===== src/rtl/usb_ls_rx_pkg.sv =====
`timescale 1ns/1ps
package usb_ls_rx_pkg;
  typedef enum logic [2:0] {
    ST_IDLE, ST_ARMED, ST_CHECK, ST_HUNT, ST_RX, ST_DRAIN
  } rx_state_e;

  localparam int unsigned STUFF_RUN = 6;
endpackage


===== src/rtl/usb_ls_phase.sv =====
`timescale 1ns/1ps
module usb_ls_phase #(
  parameter int unsigned OVS = 11
) (
  input  logic clk_i,
  input  logic rst_ni,
  input  logic dm_i,
  input  logic restart_i,
  input  logic track_i,
  output logic strobe_o
);
  localparam int unsigned PW   = $clog2(OVS);
  localparam int unsigned HALF = OVS / 2;

  logic [PW-1:0] ph_q;
  logic          dm_q;
  logic          realign;

  assign realign  = restart_i | (track_i & (dm_i != dm_q));
  assign strobe_o = (ph_q == PW'(HALF));

  always_ff @(posedge clk_i or negedge rst_ni) begin
    if (!rst_ni) begin
      ph_q <= '0;
      dm_q <= 1'b1;
    end else begin
      dm_q <= dm_i;
      // cycle of the transition is position 0
      if (realign)                   ph_q <= PW'(1);
      else if (ph_q == PW'(OVS - 1)) ph_q <= '0;
      else                           ph_q <= ph_q + PW'(1);
    end
  end
endmodule


===== src/rtl/usb_ls_decode.sv =====
`timescale 1ns/1ps
module usb_ls_decode
  import usb_ls_rx_pkg::*;
(
  input  logic       clk_i,
  input  logic       rst_ni,
  input  logic       init_i,
  input  logic       step_i,
  input  logic       lvl_i,
  output logic [2:0] bit_idx_o,
  output logic       byte_done_o,
  output logic [7:0] byte_o
);
  logic       prev_q;
  logic [2:0] ones_q;
  logic [2:0] idx_q;
  logic [7:0] sh_q;
  logic       bit_v;
  logic       stuffed;

  assign bit_v       = (lvl_i == prev_q);
  assign stuffed     = (ones_q == 3'(STUFF_RUN));
  assign bit_idx_o   = idx_q;
  assign byte_done_o = step_i & ~stuffed & (idx_q == 3'd7);
  assign byte_o      = {bit_v, sh_q[7:1]};

  always_ff @(posedge clk_i or negedge rst_ni) begin
    if (!rst_ni) begin
      prev_q <= 1'b0;
      ones_q <= '0;
      idx_q  <= '0;
      sh_q   <= '0;
    end else if (init_i) begin
      prev_q <= 1'b0;      // last sync bit was K
      ones_q <= 3'd1;      // and decoded as a 1
      idx_q  <= '0;
    end else if (step_i) begin
      prev_q <= lvl_i;
      if (stuffed) begin
        ones_q <= '0;
      end else begin
        ones_q <= bit_v ? ones_q + 3'd1 : 3'd0;
        sh_q   <= {bit_v, sh_q[7:1]};
        idx_q  <= idx_q + 3'd1;
      end
    end
  end
endmodule


===== src/rtl/usb_ls_rx.sv =====
`timescale 1ns/1ps
module usb_ls_rx
  import usb_ls_rx_pkg::*;
#(
  parameter  int unsigned OVS       = 11,
  parameter  int unsigned BUF_DEPTH = 8,
  parameter  int unsigned SYNC_WAIT = 11,
  localparam int unsigned AW        = $clog2(BUF_DEPTH),
  localparam int unsigned CW        = $clog2(BUF_DEPTH + 1)
) (
  input  logic          clk_i,
  input  logic          rst_ni,
  input  logic          dp_i,
  input  logic          dm_i,
  output logic          wr_en_o,
  output logic [AW-1:0] wr_addr_o,
  output logic [7:0]    wr_data_o,
  output logic          done_o,
  output logic [CW-1:0] byte_cnt_o,
  output logic          overflow_o,
  output logic          sync_err_o
);
  localparam int unsigned TW = $clog2(SYNC_WAIT + 1);

  rx_state_e     state_q, state_d;
  logic          skip_q;
  logic [TW-1:0] tmr_q;
  logic [CW-1:0] cnt_q;

  logic is_j, is_k, is_se0;
  logic strobe, restart, track;
  logic init, step, eop, full, timeout;
  logic [2:0] bit_idx;
  logic       byte_done;
  logic [7:0] byte_v;

  assign is_j   =  dm_i & ~dp_i;
  assign is_k   = ~dm_i &  dp_i;
  assign is_se0 = ~dm_i & ~dp_i;

  assign restart = ((state_q == ST_ARMED) | (state_q == ST_HUNT)) & is_k;
  assign track   = (state_q == ST_CHECK) | (state_q == ST_RX);
  assign init    = (state_q == ST_CHECK) & strobe & ~skip_q & is_k;
  assign eop     = (state_q == ST_RX) & strobe & (bit_idx == 3'd1) & is_se0;
  assign step    = (state_q == ST_RX) & strobe & ~eop;
  assign full    = (cnt_q == CW'(BUF_DEPTH));
  assign timeout = (tmr_q == TW'(SYNC_WAIT - 1));

  usb_ls_phase #(.OVS(OVS)) u_phase (
    .clk_i     (clk_i),
    .rst_ni    (rst_ni),
    .dm_i      (dm_i),
    .restart_i (restart),
    .track_i   (track),
    .strobe_o  (strobe)
  );

  usb_ls_decode u_dec (
    .clk_i       (clk_i),
    .rst_ni      (rst_ni),
    .init_i      (init),
    .step_i      (step),
    .lvl_i       (dm_i),
    .bit_idx_o   (bit_idx),
    .byte_done_o (byte_done),
    .byte_o      (byte_v)
  );

  always_comb begin
    state_d = state_q;
    unique case (state_q)
      ST_IDLE:  if (is_j) state_d = ST_ARMED;
      ST_ARMED: if (is_k) state_d = ST_CHECK;
      ST_CHECK: if (strobe && !skip_q) state_d = is_k ? ST_RX : ST_HUNT;
      ST_HUNT: begin
        if (is_k)         state_d = ST_CHECK;
        else if (timeout) state_d = ST_IDLE;
      end
      ST_RX: begin
        if (eop)                    state_d = ST_IDLE;
        else if (byte_done && full) state_d = ST_DRAIN;
      end
      ST_DRAIN: if (is_se0) state_d = ST_IDLE;
      default:  state_d = ST_IDLE;
    endcase
  end

  always_ff @(posedge clk_i or negedge rst_ni) begin
    if (!rst_ni) begin
      state_q    <= ST_IDLE;
      skip_q     <= 1'b0;
      tmr_q      <= '0;
      cnt_q      <= '0;
      wr_en_o    <= 1'b0;
      wr_addr_o  <= '0;
      wr_data_o  <= '0;
      done_o     <= 1'b0;
      overflow_o <= 1'b0;
      sync_err_o <= 1'b0;
    end else begin
      state_q <= state_d;
      // first mid-bit after the K edge is the edge bit itself: skip it
      if (restart)                              skip_q <= 1'b1;
      else if (state_q == ST_CHECK && strobe)   skip_q <= 1'b0;
      tmr_q <= (state_q == ST_HUNT) ? tmr_q + TW'(1) : '0;

      if (init)                   cnt_q <= '0;
      else if (byte_done && !full) cnt_q <= cnt_q + CW'(1);

      wr_en_o    <= byte_done & ~full;
      if (byte_done && !full) begin
        wr_addr_o <= cnt_q[AW-1:0];
        wr_data_o <= byte_v;
      end
      done_o     <= eop;
      overflow_o <= byte_done & full;
      sync_err_o <= (state_q == ST_HUNT) & ~is_k & timeout;
    end
  end

  assign byte_cnt_o = cnt_q;
endmodule


===== config.mk =====
export PLATFORM = sky130hd
export DESIGN_NAME = usb_ls_rx
export DESIGN_NICKNAME = d
export VERILOG_FILES = /design/src/rtl/usb_ls_rx_pkg.sv /design/src/rtl/usb_ls_phase.sv /design/src/rtl/usb_ls_decode.sv /design/src/rtl/usb_ls_rx.sv
export SDC_FILE = /design/constraint.sdc
export NUM_CORES = 1
export LEC_CHECK = 0
export BUFFER_PORTS_ARGS = -buffer_cell sky130_fd_sc_hd__clkbuf_2
export CORE_MARGIN = 2
export CORE_UTILIZATION = 51
export DETAILED_ROUTE_END_ITERATION = 8
export GPL_ROUTABILITY_DRIVEN = 0
export MAX_ROUTING_LAYER = met4
export PLACE_DENSITY = 0.71
export SLEW_MARGIN = 40
export SYNTH_ARGS = -nofsm -noshare
export SYNTH_HDL_FRONTEND = slang
export SYNTH_SLANG_ARGS = --single-unit

===== constraint.sdc =====
create_clock -name clk_i -period 2.6 [get_ports clk_i]
set_input_delay 0.13 -clock clk_i [delete_from_list [all_inputs] [get_ports clk_i]]
set_output_delay 0.13 -clock clk_i [all_outputs]
set_load 0.02 [all_outputs]

==> flow_summary.toml <==
[run_status]
outcome = "finished, final reports clean"

[setup_path]
worstPathMaxFanout = 15
crit_type = "register to register"
start_kind = "register"
worstRegToRegCells = 5
r2r_start = "state_q[2]$_DFFE_PN0P_"
r2r_slack_ns = 0.37
crit_arrival_ns = 2.42
end_kind = "register"
startpoint = "state_q[2]$_DFFE_PN0P_"
r2r_end = "wr_addr_o[1]$_DFFE_PN0P_"
cp.required_ns = 2.79

[final_layout]
fin_cells = 277
fin_nets = 239
area_delta_synth_final_pct = 14.3
n_antenna_cell = 0
drive_gt1_share_pct = 22.9
utilization_pct = 61.6

[sta]
finalHoldViolCount = 0
tns_ns = 0
skew_ns = 0.00592
post-route-period-util_pct = 85.9
relSlewSlack_pct = 61.4
drv_slew = 0
rsz0062_at_grt = "no"
fmax_mhz = 448
tightest_slew_ns = 0.578
setup_viol = 0
period_needed_ns = 2.23

[synthesis]
yosysTopAreaCellShare_pct = 51.5
synth-edff-count = 0
syn_area_um2 = 2190
async_reset_ff_share_pct = 100
yosys-top-cells-count = "dfrtp_1 (45), nand2_1 (31), nor2_1 (20)"
netlist_instances = 198
ys_ff_latch = 46
synth_nets = 211
synth_most_common_cell = "dfrtp_1"
synth.distinct_cells = 44
yosysWarnings = 0
synth_top_area_cell = "dfrtp_1"
yosysSeqAreaShare_pct = 52.7
synth_area_leaders = "dfrtp_1 (51%), mux2_2 (6.2%), nand2_1 (5.3%)"
synth.avg_cell_area_um2 = 11.1
synth_flop_cell = "dfrtp_1"

[worst_hold_path]
min_from = "dm_i"
whs_endpoint = "u_phase.dm_q$_DFF_PN1_"
hold_path.class = "input pin to register"
holdPathStages = 1

[drt]
drc = 0
ant_nets = 0
dr.pass1.iters = 4
drtIter0Drc = 113
wire_per_inst_um = 13.6
vias = 1449
avgViaCountPerCell = 5.23
wirelength_um = 3780

[pwr]
power_mw = 2.06
powerDensity_nw_per_um2 = 823
p_leak_nw = 1.23
vdd.ir_drop.worst_uv = 647

[placement]
dp_hpwl_um = 2710
port-buffer-count = 22
dp.cells = 268

[floorplanning]
die_width_um = 69.5
start_util_pct = 53.9
dieArea_um2 = 4830
coreArea_um2 = 4060
die_h_um = 69.5
rows = 23
io-pin-count = 23

[global_routing]
grt_pass1_wl_um = 6910
grt_max_degree = 30
grt_pass1_vias = 1464
grt.total_usage_pct = 18.3
antenna_found_initial = 0
gr-total-overflow = 0

[clocking]
cts_buffers = 5
insertion_delay_ns = 0.30
ctsRootBufferMaster = "clkbuf_8"
clkSlewWorstSetupHoldPaths_ns = 0.09
htreeDepth = 2
clockBufferDepth = 2
cts_sinks = 46
cts_tree = "done"

[flow_run]
maxCapViolations = 0
timing repair:
item,4_1_cts,5_1_grt
gates resized for setup,0,0
hold buffers,1,0
buffers inserted,0,0
setup endpoints to repair,0,0
endpoints found under the hold margin,16,0
layout by cell type, fill, tap and decap left out, types with 3 or more instances in the layout:
cell type,netlist,routed
buf_4,1,4
clkbuf_2,0,22
clkbuf_8,0,5
dfrtp_1,45,45
ha_1,9,9
inv_1,8,8
mux2_2,12,12
nand2_1,31,31
nand2b_1,4,4
nand3_1,5,5
nor2_1,20,20
nor2b_1,3,3
o21ai_0,7,7
o2bb2ai_1,3,3
xnor2_1,7,7
xor2_1,4,4
cell type report:
type / count / area (um2)
fillers: 356 / 1560
multi-input cells: 138 / 968
clock inverters: 3 / 68.8
repair buffers: 27 / 150
inverters: 8 / 30.0
flip-flops and latches: 46 / 1150
well taps: 50 / 62.6
clock buffers: 5 / 68.8
logic make-up (layout without fill, tap and decap cells):
family	Yosys count	after routing	synth area share [%]
fa+ha+maj	9	9	5.15
flops	46	46	52.7
xor+xnor	11	11	4.40
mux	16	16	8.12
buf+inv	14	43	3.09
compound gates	24	24	7.89
simple gates	78	78	18.7
per-layer routing:
layer | share of wire (%) | track usage [%] | vias to the layer above
met5 | 0 | - | -
met4 | 1.5 | 5.88 | 0
met3 | 3.4 | 4.07 | 5
met2 | 45 | 27.1 | 19
met1 | 50 | 25.2 | 697
li1 | - | - | 728
worst max path at each step:
stage / slack, ns / depth (start not counted) / end
floorplan: 0.53 / 6 / wr_addr_o[0]$_DFFE_PN0P_
global placement: 0.45 / 5 / wr_data_o[3]$_DFFE_PN0P_
detailed placement: 0.37 / 5 / wr_data_o[1]$_DFFE_PN0P_
CTS: 0.35 / 5 / wr_addr_o[1]$_DFFE_PN0P_
global route: 0.28 / 5 / wr_addr_o[1]$_DFFE_PN0P_
finish: 0.37 / 5 / wr_addr_o[1]$_DFFE_PN0P_
power breakdown:
group          internal (mW)  total [mW]  switching (mW)
Clock                  0.385       0.627           0.242
Sequential             0.816       0.961           0.144
Combinational          0.242       0.471           0.230
Total                   1.44        2.06           0.616
worst max-delay path, stage by stage (launching register included):
cell and delay, ns:
dfrtp_1 0.57, or3b_4 0.47, nor4b_4 0.30, and3_1 0.18, buf_4 0.23, mux2_2 0.36
stage by stage:
step           instance area (um2)  hold WS [ns]  setup WS (ns)
2_1_floorplan                 2190        -0.166          0.528
3_3_place_gp                  2350        0.0921          0.447
3_5_place_dp                  2350        0.0943          0.368
4_1_cts                       2500        0.0448          0.348
5_1_grt                       2500        0.0500          0.282
6_report                      2500        0.0512          0.366
sequential cells by signal, indices dropped and copies added, names as in the netlist, 3 cells and up:
| register | count |
|---|---|
| wr_data_o | 8 |
| u_dec.sh_q | 7 |
| byte_cnt_o | 4 |
| tmr_q | 4 |
| u_phase.ph_q | 4 |
| state_q | 3 |
| u_dec.bit_idx_o | 3 |
| u_dec.ones_q | 3 |
| wr_addr_o | 3 |
No activity file was read; power rests on OpenSTA's default activity.
